## config.mk

```make
export PLATFORM = sky130hd
export DESIGN_NAME = meter_elem_calc
export DESIGN_NICKNAME = d
export VERILOG_FILES = /design/src/rtl/meq_pkg.sv /design/src/rtl/meq_decode.sv /design/src/rtl/meq_operand_stage.sv /design/src/rtl/meq_product_stage.sv /design/src/rtl/meter_elem_calc.sv
export SDC_FILE = /design/constraint.sdc
export NUM_CORES = 2
export LEC_CHECK = 0
export ABC_AREA = 1
export BUFFER_PORTS_ARGS = -buffer_cell sky130_fd_sc_hd__buf_4
export CAP_MARGIN = 5
export CORE_ASPECT_RATIO = 1.25
export CORE_MARGIN = 2
export CORE_UTILIZATION = 55
export CTS_BUF_LIST = sky130_fd_sc_hd__clkbuf_8
export CTS_CLUSTER_DIAMETER = 30
export DETAILED_ROUTE_END_ITERATION = 10
export GPL_TIMING_DRIVEN = 0
export PLACE_DENSITY_LB_ADDON = 0.05
export SETUP_SLACK_MARGIN = 0.02
export SYNTH_ARGS = -nofsm -noshare
export SYNTH_HDL_FRONTEND = slang
export SYNTH_SLANG_ARGS = --single-unit
```

## constraint.sdc

```tcl
create_clock -name clk -period 5.14 [get_ports clk]
set_input_delay 1.028 -clock clk [delete_from_list [all_inputs] [get_ports clk]]
set_output_delay 1.028 -clock clk [all_outputs]
set_load 0.02 [all_outputs]
```

## src/rtl/meq_pkg.sv

```systemverilog
package meq_pkg;

    localparam int NUM_ELEM = 3;
    localparam logic [2:0] EQ_LAST = 3'd5;

    typedef enum logic [1:0] {
        VS_A = 2'd0,
        VS_B = 2'd1,
        VS_C = 2'd2
    } vsel_e;

    typedef enum logic [2:0] {
        IS_A  = 3'd0,
        IS_B  = 3'd1,
        IS_C  = 3'd2,
        IS_AB = 3'd3,
        IS_CB = 3'd4
    } isel_e;

    typedef struct packed {
        logic  en;
        vsel_e vsel;
        isel_e isel;
    } elem_cfg_t;

endpackage

```

## src/rtl/meq_decode.sv

```systemverilog
module meq_decode
    import meq_pkg::*;
(
    input  logic [2:0]                 code,
    output elem_cfg_t [NUM_ELEM-1:0]   cfg
);

    localparam elem_cfg_t OFF = '{en: 1'b0, vsel: VS_A, isel: IS_A};

    always_comb begin
        cfg = {NUM_ELEM{OFF}};
        unique case (code)
            3'd0: begin
                cfg[0] = '{en: 1'b1, vsel: VS_A, isel: IS_A};
                cfg[1] = '{en: 1'b1, vsel: VS_A, isel: IS_B};
            end
            3'd1: begin
                cfg[0] = '{en: 1'b1, vsel: VS_A, isel: IS_AB};
            end
            3'd2: begin
                cfg[0] = '{en: 1'b1, vsel: VS_A, isel: IS_A};
                cfg[1] = '{en: 1'b1, vsel: VS_B, isel: IS_B};
            end
            3'd3: begin
                cfg[0] = '{en: 1'b1, vsel: VS_A, isel: IS_AB};
                cfg[2] = '{en: 1'b1, vsel: VS_C, isel: IS_C};
            end
            3'd4: begin
                cfg[0] = '{en: 1'b1, vsel: VS_A, isel: IS_AB};
                cfg[1] = '{en: 1'b1, vsel: VS_B, isel: IS_CB};
            end
            3'd5: begin
                cfg[0] = '{en: 1'b1, vsel: VS_A, isel: IS_A};
                cfg[1] = '{en: 1'b1, vsel: VS_B, isel: IS_B};
                cfg[2] = '{en: 1'b1, vsel: VS_C, isel: IS_C};
            end
            default: cfg = {NUM_ELEM{OFF}};
        endcase
    end

endmodule

```

## src/rtl/meq_operand_stage.sv

```systemverilog
module meq_operand_stage
    import meq_pkg::*;
#(
    parameter int SW = 16
) (
    input  logic                       clk,
    input  logic                       rst_n,
    input  logic                       smp_valid,
    input  elem_cfg_t [NUM_ELEM-1:0]   cfg,
    input  logic [SW-1:0]              volt_a,
    input  logic [SW-1:0]              volt_b,
    input  logic [SW-1:0]              volt_c,
    input  logic [SW-1:0]              curr_a,
    input  logic [SW-1:0]              curr_b,
    input  logic [SW-1:0]              curr_c,
    output logic                       op_vld,
    output logic [NUM_ELEM-1:0]        op_en,
    output logic [NUM_ELEM-1:0]        op_half,
    output logic [NUM_ELEM*SW-1:0]     op_volt,
    output logic [NUM_ELEM*(SW+1)-1:0] op_curr
);

    localparam int IW = SW + 1;

    typedef struct packed {
        logic                      vld;
        logic [NUM_ELEM-1:0]       en;
        logic [NUM_ELEM-1:0]       half;
        logic [NUM_ELEM*SW-1:0]    volt;
        logic [NUM_ELEM*IW-1:0]    curr;
    } opst_t;

    opst_t st_d, st_q;

    // Sign-extended phase currents and the two wide differences.
    logic [IW-1:0] ia_x, ib_x, ic_x, dab, dcb;

    always_comb begin
        ia_x = {curr_a[SW-1], curr_a};
        ib_x = {curr_b[SW-1], curr_b};
        ic_x = {curr_c[SW-1], curr_c};
        dab  = ia_x - ib_x;
        dcb  = ic_x - ib_x;
    end

    logic [NUM_ELEM*SW-1:0] vsel_w;
    logic [NUM_ELEM*IW-1:0] isel_w;
    logic [NUM_ELEM-1:0]    half_w;

    for (genvar e = 0; e < NUM_ELEM; e++) begin : g_sel
        always_comb begin
            unique case (cfg[e].vsel)
                VS_B:    vsel_w[e*SW +: SW] = volt_b;
                VS_C:    vsel_w[e*SW +: SW] = volt_c;
                default: vsel_w[e*SW +: SW] = volt_a;
            endcase
            half_w[e] = 1'b0;
            unique case (cfg[e].isel)
                IS_B:    isel_w[e*IW +: IW] = ib_x;
                IS_C:    isel_w[e*IW +: IW] = ic_x;
                IS_AB: begin
                    isel_w[e*IW +: IW] = dab;
                    half_w[e]          = 1'b1;
                end
                IS_CB: begin
                    isel_w[e*IW +: IW] = dcb;
                    half_w[e]          = 1'b1;
                end
                default: isel_w[e*IW +: IW] = ia_x;
            endcase
        end
    end

    always_comb begin
        st_d     = st_q;
        st_d.vld = smp_valid;
        if (smp_valid) begin
            for (int e = 0; e < NUM_ELEM; e++) begin
                st_d.en[e] = cfg[e].en;
            end
            st_d.half = half_w;
            st_d.volt = vsel_w;
            st_d.curr = isel_w;
        end
    end

    always_ff @(posedge clk or negedge rst_n) begin
        if (!rst_n) begin
            st_q <= '0;
        end else begin
            st_q <= st_d;
        end
    end

    assign op_vld  = st_q.vld;
    assign op_en   = st_q.en;
    assign op_half = st_q.half;
    assign op_volt = st_q.volt;
    assign op_curr = st_q.curr;

endmodule

```

## src/rtl/meq_product_stage.sv

```systemverilog
module meq_product_stage
    import meq_pkg::*;
#(
    parameter int SW = 16
) (
    input  logic                       clk,
    input  logic                       rst_n,
    input  logic                       op_vld,
    input  logic [NUM_ELEM-1:0]        op_en,
    input  logic [NUM_ELEM-1:0]        op_half,
    input  logic [NUM_ELEM*SW-1:0]     op_volt,
    input  logic [NUM_ELEM*(SW+1)-1:0] op_curr,
    output logic [NUM_ELEM*(2*SW+1)-1:0] prod,
    output logic [NUM_ELEM-1:0]        prod_vld
);

    localparam int IW = SW + 1;
    localparam int PW = 2 * SW + 1;

    typedef struct packed {
        logic [NUM_ELEM-1:0]    vld;
        logic [NUM_ELEM*PW-1:0] p;
    } pst_t;

    pst_t st_d, st_q;

    logic [NUM_ELEM*PW-1:0] res_w;

    for (genvar e = 0; e < NUM_ELEM; e++) begin : g_mul
        logic signed [SW-1:0] v_s;
        logic signed [IW-1:0] i_s;
        logic signed [PW-1:0] full;
        always_comb begin
            v_s  = $signed(op_volt[e*SW +: SW]);
            i_s  = $signed(op_curr[e*IW +: IW]);
            full = PW'(v_s) * PW'(i_s);
            if (!op_en[e]) begin
                res_w[e*PW +: PW] = '0;
            end else if (op_half[e]) begin
                res_w[e*PW +: PW] = full >>> 1;
            end else begin
                res_w[e*PW +: PW] = full;
            end
        end
    end

    always_comb begin
        st_d     = st_q;
        st_d.vld = '0;
        if (op_vld) begin
            st_d.vld = op_en;
            st_d.p   = res_w;
        end
    end

    always_ff @(posedge clk or negedge rst_n) begin
        if (!rst_n) begin
            st_q <= '0;
        end else begin
            st_q <= st_d;
        end
    end

    assign prod     = st_q.p;
    assign prod_vld = st_q.vld;

endmodule

```

## src/rtl/meter_elem_calc.sv

```systemverilog
module meter_elem_calc
    import meq_pkg::*;
#(
    parameter int SW = 16,
    localparam int PW = 2 * SW + 1
) (
    input  logic          clk,
    input  logic          rst_n,
    input  logic          smp_valid,
    input  logic [2:0]    eq_code,
    input  logic [SW-1:0] volt_a,
    input  logic [SW-1:0] volt_b,
    input  logic [SW-1:0] volt_c,
    input  logic [SW-1:0] curr_a,
    input  logic [SW-1:0] curr_b,
    input  logic [SW-1:0] curr_c,
    output logic [PW-1:0] elem0_p,
    output logic [PW-1:0] elem1_p,
    output logic [PW-1:0] elem2_p,
    output logic          elem0_vld,
    output logic          elem1_vld,
    output logic          elem2_vld
);

    elem_cfg_t [NUM_ELEM-1:0]   cfg;
    logic                       op_vld;
    logic [NUM_ELEM-1:0]        op_en;
    logic [NUM_ELEM-1:0]        op_half;
    logic [NUM_ELEM*SW-1:0]     op_volt;
    logic [NUM_ELEM*(SW+1)-1:0] op_curr;
    logic [NUM_ELEM*PW-1:0]     prod;
    logic [NUM_ELEM-1:0]        prod_vld;

    meq_decode u_decode (
        .code (eq_code),
        .cfg  (cfg)
    );

    meq_operand_stage #(.SW(SW)) u_opnd (
        .clk       (clk),
        .rst_n     (rst_n),
        .smp_valid (smp_valid),
        .cfg       (cfg),
        .volt_a    (volt_a),
        .volt_b    (volt_b),
        .volt_c    (volt_c),
        .curr_a    (curr_a),
        .curr_b    (curr_b),
        .curr_c    (curr_c),
        .op_vld    (op_vld),
        .op_en     (op_en),
        .op_half   (op_half),
        .op_volt   (op_volt),
        .op_curr   (op_curr)
    );

    meq_product_stage #(.SW(SW)) u_prod (
        .clk      (clk),
        .rst_n    (rst_n),
        .op_vld   (op_vld),
        .op_en    (op_en),
        .op_half  (op_half),
        .op_volt  (op_volt),
        .op_curr  (op_curr),
        .prod     (prod),
        .prod_vld (prod_vld)
    );

    assign elem0_p   = prod[0*PW +: PW];
    assign elem1_p   = prod[1*PW +: PW];
    assign elem2_p   = prod[2*PW +: PW];
    assign elem0_vld = prod_vld[0];
    assign elem1_vld = prod_vld[1];
    assign elem2_vld = prod_vld[2];

endmodule

```

## Word level (Yosys, flattened, before mapping)

Index checks and enable logic that the tools add are counted.

| storage, ports and cells | value |
|---|---|
| flip-flop bits (word level) | 208 |
| bits in latches | 0 |
| memory bits (writable) | 0 |
| memory bits (read-only) | 0 |
| input bits | 102 |
| output and inout port bits | 102 |
| logic and storage cells | 62 |
| memories | 0 |

| cells by class | value |
|---|---|
| add/sub/neg operators | 2 |
| multiply operators | 3 |
| divide/modulo/power cells | 0 |
| order comparisons | 0 |
| eq/ne operators | 23 |
| shift-type cells | 0 |
| muxes and demuxes | 19 |
| bitwise gates (word level) | 0 |
| reductions and logical operators | 8 |

Operators with widths:

| operator | count |
|---|---|
| $pmux 17 s4 | 3 |
| $mux 102 | 1 |
| $mul 16x17->33 | 3 |
| $mux 33 | 3 |
| $mux 32 | 3 |
| $pmux 16 s2 | 3 |
| $sub 16x16->17 | 2 |
| $eq 3x2->1 const B | 8 |
| $pmux 6 s3 | 1 |
| $eq 3x3->1 const B | 5 |
| $eq 3x1->1 const B | 4 |
| $pmux 6 s2 | 1 |
| $reduce_or 2->1 | 5 |
| $eq 2x1->1 const B | 3 |
| $eq 2x2->1 const B | 3 |
| $mux 6 | 1 |
| $reduce_or 3->1 | 2 |
| $logic_not 3->1 | 1 |
| $mux 1 | 3 |

## Longest topological paths before layout

| depth | value |
|---|---|
| depth in word-level cells | 6 |
| depth in mapped cells | 29 |
| mapped depth without buffers | 27 |

## By module

A second synthesis with hierarchy kept.

| second synthesis, totals | value |
|---|---|
| cells, all modules | 6,612 |
| area, all modules | 47,601.9 µm² |

By module, submodules not included:

| module | times used | cells an instance | area an instance (µm²) | sequential area each (µm²) |
|---|---|---|---|---|
| meq_product_stage | 1 | 5,278 | 38,993.6 | 2,552.4 |
| meq_operand_stage | 1 | 1,307 | 8,460.6 | 2,652.5 |
| meq_decode | 1 | 27 | 147.6 | 0.0 |

## Worst setup path after synthesis

Ideal clock, no wire load.

| timing path | value |
|---|---|
| path kind | register -> register |
| start | register u_opnd.st_q (netlist bit u_opnd.op_curr[16]) |
| end | register u_prod.st_q (netlist bit u_prod.prod[31]) |
| setup time | 118 ps |
| arrival | 5,503 ps |
| required time | 5,022 ps |
| slack | -481 ps |
| cell stages (with the launch flop) | 23 |
| path buffers | 2 |
| period minus slack after synthesis | 5,621 ps |
| cells stage by stage | dfrtp_1 > clkbuf_1 > clkbuf_1 > nand2_1 > fa_1 > inv_1 > fa_1 > fa_1 > fa_1 > fa_1 > inv_1 > fa_1 > inv_1 > ha_1 > nand2_2 > nor2_1 > and3_1 > and2_1 > a21oi_1 > nand2_1 > nand3_1 > nand3_1 > nand2_1 |

| on the way | value |
|---|---|
| longest elaborated chain between the ends | 3 |

RTL lines:

| element | line | source |
|---|---|---|
| start: declaration | meq_operand_stage.sv:33 | `opst_t st_d, st_q;` |
| start signal: assignment | meq_operand_stage.sv:91 | `st_q <= st_d;` |
| $mul 16x17->33 | meq_product_stage.sv:36 | `full = PW'(v_s) * PW'(i_s);` |
| $mux 32 | meq_product_stage.sv:39 | `end else if (op_half[e]) begin` |
| $mux 33 | meq_product_stage.sv:37 | `if (!op_en[e]) begin` |
| end signal: assignment | meq_product_stage.sv:60 | `st_q <= st_d;` |
| end: declaration | meq_product_stage.sv:25 | `pst_t st_d, st_q;` |

No other way between the ends.
A chain may end at the register's enable or synchronous reset.

## Final worst setup path

| timing path | value |
|---|---|
| start | register u_opnd.st_q (netlist bit u_opnd.op_curr[16]) |
| end | register u_prod.st_q (netlist bit u_prod.prod[29]) |

Same word-level chain as after synthesis.

==> key figures <==
Status
  – Status: finished with violations
  – Failing checks: negative setup slack

Worst setup path
  – Critical Path RT: 5.66 ns
  – Crit path capture type: flop
  – Critical Path Max Stage Delay: between 0.6 and 0.7 ns
  – Reg2reg start: u_opnd.op_curr[16]
  – Crit Path Max Fanout: 6
  – CP dominant cell by count: nand2_2
  – Reg-to-reg slack, setup: -0.64 ns
  – Worst Path Arrival: 6.30 ns
  – Reg2reg path depth: 25
  – Top delay family on crit path: adder cells
  – Capturing point of the worst reg2reg path: u_prod.prod[29]
  – CP startpoint kind: flop
  – Setup CP Type: flop to flop
  – Slowest cell on crit path: fa_2
  – Buf/Inv on CP: 7

Floorplanning
  – Die Y: ~320 um
  – Die Wd: ~260 um
  – Row cnt: ~120
  – I/O pins: 204
  – Initial Util: between 50% and 60%
  – Core area: about 80000 um2
  – Die area: 82500 um2

Global routing
  – Initial antenna violation count: 9
  – Largest net degree at the start of global routing: about 120
  – GRT Overall Usage: between 40 and 50%
  – First-pass GRT wire length: 249000 um
  – GRT overflow: 0
  – Vias in the first global route: between 40000 and 50000

Worst hold path
  – HP Class: primary input to asynchronous set/reset pin

Timing
  – Fin. Hold Viols: 0
  – Max Slew Vio Count: 0
  – Minimum clock period after layout: 5.78 ns
  – Crit share post-route: 113%
  – Final setup viols: 69
  – Post-route setup TNS: -30.37 ns
  – Least-Margin Pin Slew: just over 1 ns
  – Setup WS post-layout: -0.644 ns
  – Hold Slack: ~0.42 ns
  – Clock Skew: around 0.031 ns
  – Max Clock Freq: around 170 MHz
  – RSZ-0062 raised after global routing: yes
  – Max-slew headroom: 31.4%

Finish
  – Storage cell area: about 5200 um2
  – Area of the multi-input gates: roughly 37000 um2
  – Post-route insts no fill: between 7000 and 8000
  – Nets: roughly 7700
  – Layout cell share with drive strength beyond 1: around 28%
  – Layout filler cell count: a little over 6000
  – Area grow syn2layout: 32.4%

Routing
  – Vias per inst: 5.47
  – Routed len/inst: 21.7 um
  – 1st-pass router iterations: 6
  – Via count: approximately 42000
  – Detailed Route WL: ~170000 um
  – DRC: 0
  – Initial DRC Count: between 3000 and 4000
  – Final ANT Viol Nets: 0

Clocking
  – Clock buffer depth: 3
  – # clock sinks: about 210
  – CTS Buf Count: 48
  – H-tree levels: 2
  – Clock slew at reported path FFs: roughly 0.060 ns
  – Clock root buffer: clkbuf_8
  – Worst-Skew Late Latency: around 0.65 ns
  – Hold Buf Count CTS: 0
  – TritonCTS clock tree: built

Yosys
  – Top cells by count, synth: nand2_1 (1689), inv_1 (1548), fa_1 (821)
  – Synth top area share: a little under two fifths
  – Most frequent cell after synthesis: nand2_1
  – Synth Instances: 5922
  – Seq/Total Area, Yosys: about an eighth
  – Syn Area/Cell: around 7.4 um2
  – Syn Nets: 7128
  – Post-synth cell types: 48
  – Number of synthesized flops with an enable pin: 0
  – Syn Std Cell Area: 44100 um2
  – Seq cells post-synth: 206
  – Dominant cells by area after synthesis: fa_1 (37%), nand2_1 (14%), inv_1 (13%)
  – Yosys warnings: 0
  – Dominant cell type by area after synthesis: fa_1
  – Asr flop ratio synth: between 90% and 100%
  – Ys flop type: dfrtp_1

Flow run
  – MaxCap Viol Count: 0

Placement
  – Input/output buffers: 203
  – Post-Place Cells: ~7200
  – DP HPWL: 128000 um
  – GPL Wtd Cong: ~1.0
## routing by layer
layer  vias to the layer above  part of all wire, %  wire length (um)  global-route usage (%)
li1                      18500                    -                 -                       -
met1                     20624                   35             58100                    47.4
met2                      1970                   47             77800                    66.0
met3                       628                  8.8             14600                    8.01
met4                         8                  9.0             15000                    28.7
met5                         -                0.028                46                       0
## worst reg2reg max path: cells and delay by family, from the launching register on
kind                     cells  cell delay [ns]
AND/OR/NAND/NOR              9             0.66
buffers and inverters        7             0.65
adder cells (fa/ha/maj)      7             3.63
AO/OA/AOI/OAI                2             0.36
flip-flops                   1             0.38
## through the flow
step	utilization (%)	area [um2]	worst slack (ns)
6_report	73.2	58400	-0.644
4_1_cts	69.9	55700	-0.538
2_1_floorplan	-	45000	-0.0821
5_1_grt	73.2	58300	-0.778
3_5_place_dp	60.1	47900	-1.36
3_3_place_gp	60.1	47900	-1.32
## what timing repair did
| action | in CTS | in global routing |
|---|---|---|
| gates cloned | 3 | 1 |
| buffers inserted | 267 | 120 |
| pin swaps | 470 | 471 |
| gates resized for setup | 1090 | 525 |
| endpoints found under the setup margin | 79 | 77 |
## flip-flops by register name, summed over array words and instances, names as in the netlist
name / flops
u_opnd.op_curr: 50
u_opnd.op_en: 3
u_opnd.op_half: 2
u_opnd.op_vld: 1
u_opnd.op_volt: 48
u_prod.prod: 99
u_prod.prod_vld: 3
## cell usage in the layout, fill, tap and decap left out, types with 12 or more instances in the layout
cell / count
dfrtp_1: 172
ha_4: 75
buf_12: 35
a21oi_4: 27
buf_8: 30
dfrtp_2: 33
nand3b_1: 16
o21ai_2: 13
o21ai_1: 27
nor2_2: 30
nand2_1: 1429
nand2_2: 166
xor2_1: 12
buf_6: 71
buf_4: 477
nand2_4: 98
clkbuf_8: 119
a21oi_1: 152
nand2_8: 13
nor2_4: 65
nand3_4: 15
inv_2: 195
ha_1: 202
nand4_1: 36
inv_1: 1358
nand3_1: 175
buf_2: 13
o21ai_0: 116
clkbuf_4: 13
clkbuf_1: 55
nor2_1: 152
nand3_2: 78
xnor2_1: 14
a21oi_2: 37
clkbuf_16: 52
o211ai_1: 16
fa_1: 729
fa_2: 92
## kinds of logic (layout without fill, tap and decap cells)
family                     after synthesis  in the layout  share of synthesized area (%)
other                                    0              8                              0
AOI/OAI and AO/OA                      437            437                           5.34
buffers and inverters                 1822           2465                           15.6
and+or+nand+nor                       2313           2313                           21.3
xor gates and xnor gates                40             40                          0.795
DFF                                    206            206                           11.7
adders and majority gates             1104           1104                           45.3
## how the worst max path moves through the flow
stage                     slack [ns]               start  depth (start not counted)               to
after detailed placement       -1.36   u_opnd.op_curr[3]                         22  u_prod.prod[25]
final                          -0.64  u_opnd.op_curr[16]                         25  u_prod.prod[29]
after global placement         -1.32   u_opnd.op_curr[3]                         22  u_prod.prod[21]
after CTS                      -0.54  u_opnd.op_curr[16]                         22  u_prod.prod[31]
after global routing           -0.78  u_opnd.op_curr[33]                         25  u_prod.prod[53]
after floorplan                -0.08  u_opnd.op_curr[16]                         22  u_prod.prod[31]
## area by class of cell
cell class | instances | share of cell area [%]
multi-input cells | 3894 | 62.7
inverters | 1558 | 10.1
repair buffers | 590 | 8.99
flip-flops and latches | 206 | 8.91
plain buffers | 229 | 4.95
well taps | 1062 | 2.28
clock buffers | 56 | 1.32
clock inverters | 32 | 0.731
diodes | 8 | 0.0343
Power is left out: the tool's default activity adds up to more than one toggle a clock period on the data nets, which glitch-free logic cannot reach.
